**config.mk**
```make
export PLATFORM = sky130hd
export DESIGN_NAME = spi_burst_engine
export DESIGN_NICKNAME = d
export VERILOG_FILES = /design/src/rtl/spi_burst_pkg.sv /design/src/rtl/spi_byte_fifo.sv /design/src/rtl/spi_bit_shifter.sv /design/src/rtl/spi_burst_engine.sv
export SDC_FILE = /design/constraint.sdc
export NUM_CORES = 1
export LEC_CHECK = 0
export ABC_AREA = 1
export BUFFER_PORTS_ARGS = -buffer_cell sky130_fd_sc_hd__clkbuf_2
export CELL_PAD_IN_SITES_DETAIL_PLACEMENT = 2
export CELL_PAD_IN_SITES_GLOBAL_PLACEMENT = 2
export CORE_AREA = 2 2 359 361
export CTS_BUF_LIST = sky130_fd_sc_hd__clkbuf_16
export DETAILED_ROUTE_END_ITERATION = 10
export DIE_AREA = 0 0 361 363
export GPL_ROUTABILITY_DRIVEN = 0
export PLACE_DENSITY_LB_ADDON = 0.12
export SLEW_MARGIN = 20
export SYNTH_ARGS = -nofsm -noshare
export SYNTH_HDL_FRONTEND = slang
export SYNTH_HIERARCHICAL = 1
export SYNTH_SLANG_ARGS = --single-unit
export TNS_END_PERCENT = 5
```
**constraint.sdc**
```tcl
create_clock -name clk -period 3 [get_ports clk]
set_input_delay 0.15 -clock clk [delete_from_list [all_inputs] [get_ports clk]]
set_output_delay 0.15 -clock clk [all_outputs]
set_load 0.005 [all_outputs]
```
**src/rtl/spi_burst_pkg.sv**
```systemverilog
package spi_burst_pkg;
  localparam int ADDR_W = 3;

  typedef enum logic [ADDR_W-1:0] {
    A_RXD   = 3'd0,
    A_TXD   = 3'd1,
    A_CTRL  = 3'd2,
    A_IEN   = 3'd3,
    A_ISTAT = 3'd4,
    A_BURST = 3'd5,
    A_XMIT  = 3'd6,
    A_FSTAT = 3'd7
  } reg_addr_e;

  localparam int C_EN      = 0;
  localparam int C_MASTER  = 1;
  localparam int C_CPHA    = 2;
  localparam int C_CPOL    = 3;
  localparam int C_LSB     = 6;
  localparam int C_TXFLUSH = 8;
  localparam int C_RXFLUSH = 9;
  localparam int C_START   = 10;
  localparam int C_DISCARD = 15;
  localparam int I_DONE    = 16;
  localparam int F_TXPOS   = 16;

  typedef enum logic [1:0] {S_IDLE, S_LOAD, S_SHIFT} seq_e;
endpackage

```
**src/rtl/spi_byte_fifo.sv**
```systemverilog
module spi_byte_fifo #(
  parameter int W     = 8,
  parameter int DEPTH = 64
) (
  input  logic          clk,
  input  logic          rst,
  input  logic          flush,
  input  logic          push,
  input  logic [W-1:0]  din,
  input  logic          pop,
  output logic [W-1:0]  dout,
  output logic [$clog2(DEPTH):0] count,
  output logic          full,
  output logic          empty
);
  localparam int AW = $clog2(DEPTH);
  localparam int CW = AW + 1;

  logic [W-1:0]  mem [DEPTH];
  logic [AW-1:0] wptr, rptr;
  logic          do_push, do_pop;

  assign full    = (count == CW'(DEPTH));
  assign empty   = (count == '0);
  assign do_push = push && !full;
  assign do_pop  = pop && !empty;
  assign dout    = mem[rptr];

  always_ff @(posedge clk) begin
    if (do_push) mem[wptr] <= din;
  end

  always_ff @(posedge clk) begin
    if (rst || flush) begin
      wptr  <= '0;
      rptr  <= '0;
      count <= '0;
    end else begin
      if (do_push) wptr <= wptr + 1'b1;
      if (do_pop)  rptr <= rptr + 1'b1;
      count <= count + CW'(do_push) - CW'(do_pop);
    end
  end

  // the fill count stays within the storage depth
  p_count_bound_r12: assert property (@(posedge clk) disable iff (rst)
    count <= CW'(DEPTH));
endmodule

```
**src/rtl/spi_bit_shifter.sv**
```systemverilog
module spi_bit_shifter #(
  parameter int W = 8
) (
  input  logic         clk,
  input  logic         rst,
  input  logic         load,
  input  logic [W-1:0] load_byte,
  input  logic         cpol,
  input  logic         cpha,
  input  logic         lsb,
  input  logic         tick,
  input  logic         miso,
  output logic         sclk,
  output logic         mosi,
  output logic         busy,
  output logic         done,
  output logic [W-1:0] rx_byte
);
  localparam int EDGES = 2 * W;
  localparam int CW    = $clog2(EDGES);
  localparam logic [CW-1:0] LAST = CW'(EDGES - 1);

  logic [W-1:0]  tx_sh, rx_sh, rx_next, load_shift, tx_shift;
  logic [CW-1:0] cnt;
  logic          lead, sample_now, shift_now, load_bit, tx_bit;

  assign lead       = ~cnt[0];
  assign sample_now = lead ^ cpha;
  assign shift_now  = !sample_now && (cnt != LAST);

  always_comb begin
    load_bit   = lsb ? load_byte[0] : load_byte[W-1];
    load_shift = lsb ? (load_byte >> 1) : (load_byte << 1);
    tx_bit     = lsb ? tx_sh[0] : tx_sh[W-1];
    tx_shift   = lsb ? (tx_sh >> 1) : (tx_sh << 1);
    if (!sample_now)  rx_next = rx_sh;
    else if (lsb)     rx_next = {miso, rx_sh[W-1:1]};
    else              rx_next = {rx_sh[W-2:0], miso};
  end

  always_ff @(posedge clk) begin
    if (rst) begin
      sclk    <= 1'b0;
      mosi    <= 1'b0;
      busy    <= 1'b0;
      done    <= 1'b0;
      cnt     <= '0;
      tx_sh   <= '0;
      rx_sh   <= '0;
      rx_byte <= '0;
    end else begin
      done <= 1'b0;
      if (load) begin
        busy <= 1'b1;
        cnt  <= '0;
        sclk <= cpol;
        if (!cpha) begin
          mosi  <= load_bit;
          tx_sh <= load_shift;
        end else begin
          tx_sh <= load_byte;
        end
      end else if (busy && tick) begin
        sclk  <= ~sclk;
        rx_sh <= rx_next;
        if (shift_now) begin
          mosi  <= tx_bit;
          tx_sh <= tx_shift;
        end
        if (cnt == LAST) begin
          busy    <= 1'b0;
          done    <= 1'b1;
          rx_byte <= rx_next;
        end else begin
          cnt <= cnt + 1'b1;
        end
      end else if (!busy) begin
        sclk <= cpol;
      end
    end
  end

  // an idle shifter parks SCLK at the polarity level
  p_sclk_idle_r4: assert property (@(posedge clk) disable iff (rst)
    (!busy && !load) |=> (sclk == $past(cpol)));
  // SCLK only moves on a bit tick while a byte is in flight
  p_sclk_on_tick_r2: assert property (@(posedge clk) disable iff (rst)
    (busy && !tick && !load) |=> $stable(sclk));
  // a load always starts a byte
  p_load_busy_r2: assert property (@(posedge clk) disable iff (rst)
    load |=> busy);
endmodule

```
**src/rtl/spi_burst_engine.sv**
```systemverilog
module spi_burst_engine
  import spi_burst_pkg::*;
#(
  parameter int FIFO_DEPTH = 64,
  parameter int CNT_W      = 24,
  parameter int DATA_W     = 8
) (
  input  logic        clk,
  input  logic        rst,
  input  logic        reg_wr,
  input  logic        reg_rd,
  input  logic [2:0]  reg_addr,
  input  logic [31:0] reg_wdata,
  output logic [31:0] reg_rdata,
  output logic        irq,
  input  logic        bit_tick,
  output logic        sclk,
  output logic        mosi,
  input  logic        miso
);
  localparam int FCW = $clog2(FIFO_DEPTH) + 1;

  seq_e              st;
  logic              en, master, cpha, cpol, lsb, discard;
  logic              ien, tc;
  logic [CNT_W-1:0]  burst_reg, xmit_reg, burst_left, xmit_left;
  logic              busy, wr_ctrl, start_go, tc_set;
  logic              tx_push, tx_pop, tx_full, tx_empty, tx_flush;
  logic              rx_push, rx_pop, rx_full, rx_empty, rx_flush;
  logic [DATA_W-1:0] tx_dout, rx_dout, load_byte, sh_rx;
  logic [FCW-1:0]    tx_cnt, rx_cnt;
  logic              sh_load, sh_busy, sh_done;
  logic [31:0]       ctrl_rd, fstat_rd;

  assign busy     = (st != S_IDLE);
  assign wr_ctrl  = reg_wr && (reg_addr == A_CTRL);
  assign start_go = wr_ctrl && !busy && reg_wdata[C_START]
                    && reg_wdata[C_EN] && reg_wdata[C_MASTER];
  assign tx_flush = wr_ctrl && reg_wdata[C_TXFLUSH];
  assign rx_flush = wr_ctrl && reg_wdata[C_RXFLUSH];
  assign tx_push  = reg_wr && (reg_addr == A_TXD);
  assign rx_pop   = reg_rd && (reg_addr == A_RXD);
  assign sh_load  = (st == S_LOAD);
  assign tx_pop   = sh_load && (xmit_left != '0);
  assign load_byte = (xmit_left != '0 && !tx_empty) ? tx_dout : '0;
  assign rx_push  = (st == S_SHIFT) && sh_done && !discard;
  assign tc_set   = (start_go && burst_reg == '0)
                    || ((st == S_SHIFT) && sh_done && burst_left == CNT_W'(1));

  spi_byte_fifo #(.W(DATA_W), .DEPTH(FIFO_DEPTH)) u_txf (
    .clk(clk), .rst(rst), .flush(tx_flush), .push(tx_push),
    .din(reg_wdata[DATA_W-1:0]), .pop(tx_pop), .dout(tx_dout),
    .count(tx_cnt), .full(tx_full), .empty(tx_empty));

  spi_byte_fifo #(.W(DATA_W), .DEPTH(FIFO_DEPTH)) u_rxf (
    .clk(clk), .rst(rst), .flush(rx_flush), .push(rx_push),
    .din(sh_rx), .pop(rx_pop), .dout(rx_dout),
    .count(rx_cnt), .full(rx_full), .empty(rx_empty));

  spi_bit_shifter #(.W(DATA_W)) u_shf (
    .clk(clk), .rst(rst), .load(sh_load), .load_byte(load_byte),
    .cpol(cpol), .cpha(cpha), .lsb(lsb), .tick(bit_tick), .miso(miso),
    .sclk(sclk), .mosi(mosi), .busy(sh_busy), .done(sh_done),
    .rx_byte(sh_rx));

  always_ff @(posedge clk) begin
    if (rst) begin
      st <= S_IDLE;
      {en, master, cpha, cpol, lsb, discard} <= '0;
      ien <= 1'b0;
      burst_reg <= '0;  xmit_reg <= '0;
      burst_left <= '0; xmit_left <= '0;
    end else begin
      if (wr_ctrl && !busy) begin
        en      <= reg_wdata[C_EN];
        master  <= reg_wdata[C_MASTER];
        cpha    <= reg_wdata[C_CPHA];
        cpol    <= reg_wdata[C_CPOL];
        lsb     <= reg_wdata[C_LSB];
        discard <= reg_wdata[C_DISCARD];
      end
      if (reg_wr && reg_addr == A_IEN)   ien       <= reg_wdata[I_DONE];
      if (reg_wr && reg_addr == A_BURST) burst_reg <= reg_wdata[CNT_W-1:0];
      if (reg_wr && reg_addr == A_XMIT)  xmit_reg  <= reg_wdata[CNT_W-1:0];
      unique case (st)
        S_IDLE: if (start_go && burst_reg != '0) begin
          burst_left <= burst_reg;
          xmit_left  <= xmit_reg;
          st         <= S_LOAD;
        end
        S_LOAD: begin
          if (xmit_left != '0) xmit_left <= xmit_left - 1'b1;
          st <= S_SHIFT;
        end
        S_SHIFT: if (sh_done) begin
          burst_left <= burst_left - 1'b1;
          st <= (burst_left == CNT_W'(1)) ? S_IDLE : S_LOAD;
        end
        default: st <= S_IDLE;
      endcase
    end
  end

  always_ff @(posedge clk) begin
    if (rst)          tc <= 1'b0;
    else if (tc_set)  tc <= 1'b1;
    else if (reg_wr && reg_addr == A_ISTAT && reg_wdata[I_DONE]) tc <= 1'b0;
  end

  always_ff @(posedge clk) begin
    if (rst) irq <= 1'b0;
    else     irq <= tc && ien;
  end

  always_comb begin
    ctrl_rd = '0;
    ctrl_rd[C_EN]      = en;
    ctrl_rd[C_MASTER]  = master;
    ctrl_rd[C_CPHA]    = cpha;
    ctrl_rd[C_CPOL]    = cpol;
    ctrl_rd[C_LSB]     = lsb;
    ctrl_rd[C_START]   = busy;
    ctrl_rd[C_DISCARD] = discard;
    fstat_rd = '0;
    fstat_rd[FCW-1:0]               = rx_cnt;
    fstat_rd[F_TXPOS +: FCW]        = tx_cnt;
  end

  always_ff @(posedge clk) begin
    if (rst) reg_rdata <= '0;
    else if (reg_rd) begin
      unique case (reg_addr)
        A_RXD:   reg_rdata <= 32'(rx_dout);
        A_CTRL:  reg_rdata <= ctrl_rd;
        A_IEN:   reg_rdata <= 32'(ien) << I_DONE;
        A_ISTAT: reg_rdata <= 32'(tc) << I_DONE;
        A_BURST: reg_rdata <= 32'(burst_reg);
        A_XMIT:  reg_rdata <= 32'(xmit_reg);
        A_FSTAT: reg_rdata <= fstat_rd;
        default: reg_rdata <= '0;
      endcase
    end
  end

  // the end of a burst always leaves the completion flag set
  p_end_sets_flag_r8: assert property (@(posedge clk) disable iff (rst)
    $fell(busy) |-> tc);
  // discard mode never grows the receive FIFO
  p_discard_hold_r7: assert property (@(posedge clk) disable iff (rst)
    (discard && !wr_ctrl) |=> (rx_cnt <= $past(rx_cnt)));
  // a masked flag never raises the interrupt
  p_irq_masked_r10: assert property (@(posedge clk) disable iff (rst)
    !ien |=> !irq);
  // an empty burst completes without going busy
  p_zero_burst_r11: assert property (@(posedge clk) disable iff (rst)
    (start_go && burst_reg == '0) |=> (!busy && tc));
  // a start without enable and master is ignored
  p_start_gate_r13: assert property (@(posedge clk) disable iff (rst)
    (wr_ctrl && !busy && !(reg_wdata[C_EN] && reg_wdata[C_MASTER])) |=> !busy);
endmodule

```
==> results of run 1 <==
==> cell type report <==
| cell class | instances | area (um^2) | area share |
|---|---|---|---|
| antenna | 1 | 2.502 | 0.00004081 |
| clock buffer | 145 | 3628 | 0.05918 |
| clock inverter | 113 | 718.2 | 0.01171 |
| inverter | 231 | 889.6 | 0.01451 |
| multi-input combinational | 3522 | 15580 | 0.2541 |
| sequential | 1237 | 35040 | 0.5715 |
| tap | 1662 | 2079 | 0.03392 |
| timing repair buffer | 380 | 3367 | 0.05492 |
| timing repair inverter | 1 | 8.758 | 0.0001429 |
==> critical path, stage by stage (launching register included) <==
cell and delay (ps):
dfxtp_4 480, clkinv_8 170, buf_16 210, nand2_1 110, nand3_1 90, nand3_1 170, nand2_1 130, nand2_1 120
nand3_1 150, nand3_1 140, nand2_1 70, inv_1 150, nor2_2 90, a21oi_1 190, nand3_1 110, nand2_1 100
nand2_1 70, nand2_1 80, nor2_1 50
==> per-layer routing <==
layer / up-vias / global-route usage
li1: 18540 / -
met1: 21330 / 0.3650
met2: 922 / 0.5149
met3: 324 / 0.03357
met4: 2 / 0.09574
met5: - / 0
==> worst paths after layout <==
| path | end | cells past startpoint | start | slack [ps] |
|---|---|---|---|---|
| max | u_shf/tx_sh[3]$_SDFFE_PP0P_ | 18 | flop | 130 |
| min | u_txf/mem[37][5]$_DFFE_PP_ | 1 | reg_wdata[5] | 40 |
| max reg2reg | u_shf/tx_sh[3]$_SDFFE_PP0P_ | 18 | flop | 130 |
| min reg2reg | u_shf/tx_sh[7]$_SDFFE_PP0P_ | 2 | u_shf/tx_sh[7]$_SDFFE_PP0P_ | 470 |
==> cells in the final DEF (no fill, tap or decap), drive strengths merged, types with 3 or more instances in the layout <==
cell	n
o21ai	183
dfxtp	213
o221ai	7
nand2	1680
bufinv	4
inv	275
xnor2	5
conb	8
clkinvlp	5
o22ai	13
nor2	371
a31oi	4
a211oi	3
buf	297
a21oi	152
nand3	1005
or2	3
ha	27
edfxtp	1024
xor2	5
dlygate4sd3	29
clkbuf	199
nand4	22
clkinv	61
a22oi	7
nor3	13
==> through the flow <==
stage          power [mW]  hold slack, ps  utilization  cell area (um^2)  cells
2_1_floorplan       20.03           235.7            -             53230   5281
3_3_place_gp        20.66           452.4       0.4452             56550   7000
3_5_place_dp        20.78           460.1       0.4452             56550   7000
4_1_cts             37.24           17.85       0.4817             61190   7287
5_1_grt             38.05           56.27       0.4826             61310   7291
6_report            36.92           37.14       0.4827             61310   7292
==> where the power goes <==
| group | leakage [nW] | switching, mW | total [mW] | internal, mW |
|---|---|---|---|---|
| logic | 10.6 | 1.32 | 1.86 | 0.540 |
| clock network | 2.27 | 7.30 | 16.4 | 9.14 |
| registers | 9.86 | 0.0926 | 18.6 | 18.5 |
| total | 22.7 | 8.71 | 36.9 | 28.2 |
==> what timing repair did <==
action	in CTS	in global routing
endpoints found under the setup margin	0	41
gates resized for setup	0	17
buffers inserted	0	2
hold endpoints to repair	78	0
hold buffers	29	0
==> impl_metrics.env, run 1 <==
export IMPL_grt_usage=0.2888
export IMPL_crit_arrival_ps=3520
export IMPL_avgRoutedWirePerCell_um=26.09
export IMPL_worstPathRequired_ps=3650
export IMPL_final_fill_count=13020
export IMPL_drive_gt1_frac=0.1077
export IMPL_largestRegisters="u_rxf/mem (512), u_txf/mem (512)"
export IMPL_relSlewSlack=0.2529
export IMPL_p_leak_nw=22.75
export IMPL_post_place_ws_ps=69.78
export IMPL_setup_viol=0
export IMPL_end_kind="flop"
export IMPL_min_path_type="primary input to flop"
export IMPL_crit_path_max_fanout=52
export IMPL_fin_setup_tns_ps=0
export IMPL_cts_tree="yes"
export IMPL_dp_hpwl_mm=121.7
export IMPL_die_area_um2=131000
export IMPL_grt_pass1_vias=45520
export IMPL_synth_area_um2=53200
export IMPL_root_buffer="clkbuf_16"
export IMPL_ir_drop_uv=585.4
export IMPL_numCtsBuffers=140
export IMPL_yosys_warnings=6
export IMPL_drt_pass1_iter_count=5
export IMPL_post_route_min_period_ps=2869
export IMPL_io_buffers=59
export IMPL_clock_skew_ps=28.52
export IMPL_final_setup_worst_slack_ps=130.9
export IMPL_rows=131
export IMPL_dr_wl_met3_mm=7.677
export IMPL_worst_pin_slew_ps=1121
export IMPL_die_height_um=363
export IMPL_fin_nets=5583
export IMPL_syn_inst=5274
export IMPL_gr_total_overflow=0
export IMPL_clkTransAtPathRegs_ps=60
export IMPL_initialDrtViolationCount=2933
export IMPL_drc=0
export IMPL_clock_fmax_ghz=0.3485
export IMPL_die_w_um=361
export IMPL_maxCapViolations=0
export IMPL_crit_type="flop to flop"
export IMPL_met1_length_mm=79.34
export IMPL_pin_count=76
export IMPL_hold_violations=0
export IMPL_outcome="completed"
export IMPL_core_area_um2=127000
export IMPL_wl_mm=190.2
export IMPL_routed_top_layer="met5"
export IMPL_worstSkewPairLatency_ps=780
export IMPL_area_growth_pct=15.24
export IMPL_grt_max_degree=96
export IMPL_htreeDepth=4
export IMPL_cts_buffer_depth=3
export IMPL_initial_core_util=0.4188
export IMPL_power_density_nw_per_um2=602.2
export IMPL_wl_met2_mm=97.58
export IMPL_grt_pass1_wl_mm=287.3
export IMPL_avgSynthCellArea_um2=10.09
export IMPL_clock_sinks=1237
export IMPL_rsz0062_at_grt="true"
export IMPL_vias=41120
export IMPL_finalMaxSlewViolations=0
export IMPL_ant_nets=0
export IMPL_start_kind="flop"
export IMPL_period_share=0.9564
export IMPL_vias_per_cell=5.639
export IMPL_antenna_found_initial=5
(Power assumes the default switching activity.)
==> run 2: changes to the inputs <==
Settings changed: ABC_AREA 1 to default, CELL_PAD_IN_SITES_DETAIL_PLACEMENT 2 to 0, CELL_PAD_IN_SITES_GLOBAL_PLACEMENT 2 to 1, CORE_AREA 2 2 359 361 to 2 2 339 341, DIE_AREA 0 0 361 363 to 0 0 341 343, SETUP_SLACK_MARGIN from default to 0.4.
==> run 2 against run 1 <==
Effect of this change:
- the run now ends with negative setup slack left
- non-clock buffer count increased by 126
- fmax fell by 5.7%
- synthesized area shrank 4.8%
- setup slack worse by 170 ps
- hold slack improved by 53 ps
- sequential power hardly changed
- sequential cell count unchanged
- global-route usage is 6.2 points lower
- count of clock-buffer cells in the layout down 10
- clock skew increased by 3.5 ps
- sequential share of layout area decreased by 0.18 points
- cell area up 0.36%
- critical endpoint is now u_txf/count[6]$_SDFF_PP0_
- largest power group unchanged
- highest routed layer is now met4
==> impl_metrics.env, run 2 <==
export IMPL_cts_buffer_depth=3
export IMPL_relSlewSlack=0.3243
export IMPL_cts_tree="yes"
export IMPL_root_buffer="clkbuf_16"
export IMPL_post_place_ws_ps=-264.6
export IMPL_clock_skew_ps=32.00
export IMPL_post_route_min_period_ps=3043
export IMPL_die_height_um=343
export IMPL_worstSkewPairLatency_ps=740
export IMPL_crit_start="xmit_left[19]$_SDFFE_PP0P_"
export IMPL_yosys_warnings=6
export IMPL_maxCapViolations=0
export IMPL_synth_area_um2=50660
export IMPL_grt_usage=0.2270
export IMPL_crit_path_max_fanout=2
export IMPL_grt_use_met3=0.03269
export IMPL_core_area_um2=113400
export IMPL_clock_sinks=1237
export IMPL_period_share=1.014
export IMPL_fin_nets=3758
export IMPL_grt_max_degree=73
export IMPL_avgSynthCellArea_um2=15.62
export IMPL_largestRegisters="u_rxf/mem (512), u_txf/mem (512)"
export IMPL_wl_mm=133.1
export IMPL_power_density_nw_per_um2=575.4
export IMPL_drive_gt1_frac=0.3105
export IMPL_die_area_um2=117000
export IMPL_stdcell_area_um2=61530
export IMPL_die_w_um=341
export IMPL_avgRoutedWirePerCell_um=25.06
export IMPL_ant_nets=0
export IMPL_area_growth_pct=21.46
export IMPL_pin_count=76
export IMPL_grt_pass1_wl_mm=197.9
export IMPL_vias_per_cell=5.672
export IMPL_p_leak_nw=18.84
export IMPL_use_met2=0.3747
export IMPL_final_setup_worst_slack_ps=-43.21
export IMPL_antenna_found_initial=2
export IMPL_numCtsBuffers=132
export IMPL_clkTransAtPathRegs_ps=60
export IMPL_htreeDepth=4
export IMPL_io_buffers=59
export IMPL_worst_pin_slew_ps=1014
export IMPL_worstPathRequired_ps=3650
export IMPL_outcome="finished, violations left"
export IMPL_grt_pass1_vias=30260
export IMPL_end_kind="flop"
export IMPL_dp_hpwl_mm=85.53
export IMPL_use_met1=0.3155
export IMPL_gr_total_overflow=0
export IMPL_initialDrtViolationCount=2677
export IMPL_grt_busiest_layer="met2"
export IMPL_vias=30120
export IMPL_violations="negative setup slack"
export IMPL_rsz0062_at_grt="true"
export IMPL_ir_drop_uv=548.7
export IMPL_final_util=0.5425
export IMPL_crit_type="flop to flop"
export IMPL_setup_viol=1
export IMPL_layout_commonest_cell="edfxtp_1"
export IMPL_drc=0
export IMPL_start_kind="flop"
export IMPL_placed_cell_area_um2=54720
export IMPL_clock_fmax_ghz=0.3286
export IMPL_rows=124
export IMPL_drt_pass1_iter_count=6
export IMPL_final_cell_mix="edfxtp_1, buf_4, nor2_1"
export IMPL_syn_inst=3244
export IMPL_stdcell_count=5310
export IMPL_crit_arrival_ps=3700
export IMPL_reg2reg_from="xmit_left[19]$_SDFFE_PP0P_"
export IMPL_hold_violations=0
export IMPL_hold_start="reg_wr"
export IMPL_finalMaxSlewViolations=0
export IMPL_initial_core_util=0.4467
export IMPL_dp_cells=4964
export IMPL_min_path_type="primary input to flop"
## run 2: cell types whose count changed in the layout (fill, tap and decap cells not counted), sizes merged, moves of 29 or more
| cell | delta |
|---|---|
| nand2 | -1422 |
| nand3 | -957 |
| mux4 | +234 |
| inv | -208 |
| buf | +118 |
| mux2i | +107 |
| o21ai | -89 |
| nor2 | -70 |
| mux2 | +33 |
| a22o | +31 |
| a21oi | +29 |
| o22ai | +29 |
## run 2: power by group
group          internal [mW]  switching (mW)  total, mW
sequential              18.5          0.0738       18.6
combinational          0.668           0.769       1.44
clock                   8.59            6.78       15.4
## run 2: worst max-delay path: stages, from the launching register on
cell      delay [ps]
dfxtp_2          310
or4_4            550
nor4_4           230
a31oi_4          130
nor2b_4          150
ha_4             260
inv_2             40
ha_4             150
inv_2             50
fa_2             190
nand2b_4         130
a21oi_4           60
o21ai_2          130
a21oi_1           90
or3_1            370
a21oi_1          130
## run 2: path summary, 6_finish.rpt
path | to | slack [ps] | cells past startpoint
worst max-delay path | u_txf/count[6]$_SDFF_PP0_ | -40 | 15
worst min-delay path | xmit_reg[23]$_SDFFE_PP0P_ | 90 | 5
worst max register to register | u_txf/count[6]$_SDFF_PP0_ | -40 | 15
worst min register to register | u_shf/rx_sh[0]$_SDFFE_PP0P_ | 470 | 2
## run 2: area by class of cell
class / count / area [um^2]
clock inverter: 105 / 739.5
tap: 1512 / 1892
multi-input combinational: 1774 / 15720
fill: 9122 / 51880
antenna: 4 / 10.01
sequential: 1237 / 35050
clock buffer: 135 / 3378
inverter: 37 / 142.6
timing repair buffer: 506 / 4592
## run 2: repair_timing
item / in CTS / in global routing
hold endpoints to repair: 93 / 0
setup endpoints to repair: 350 / 298
pin swaps: 70 / 70
resized for setup: 252 / 124
setup buffers: 47 / 17
hold buffers: 29 / 0
gates cloned: 9 / 0
## run 2: stage by stage
step / hold slack (ps) / total power [mW] / setup TNS, ps
3_3_place_gp: 403.9 / 20.00 / -581.5
2_1_floorplan: 248.9 / 19.55 / -915.6
4_1_cts: 23.97 / 35.65 / -78.68
6_report: 90.47 / 35.40 / -43.21
5_1_grt: 78.83 / 36.52 / -201.5
3_5_place_dp: 403.5 / 20.03 / -690.5
## run 2: layer usage
metal | up-vias | wire, um
li1 | 13540 | -
met1 | 15580 | 57860
met2 | 814 | 65490
met3 | 183 | 6529
met4 | 0 | 3215
met5 | - | 0
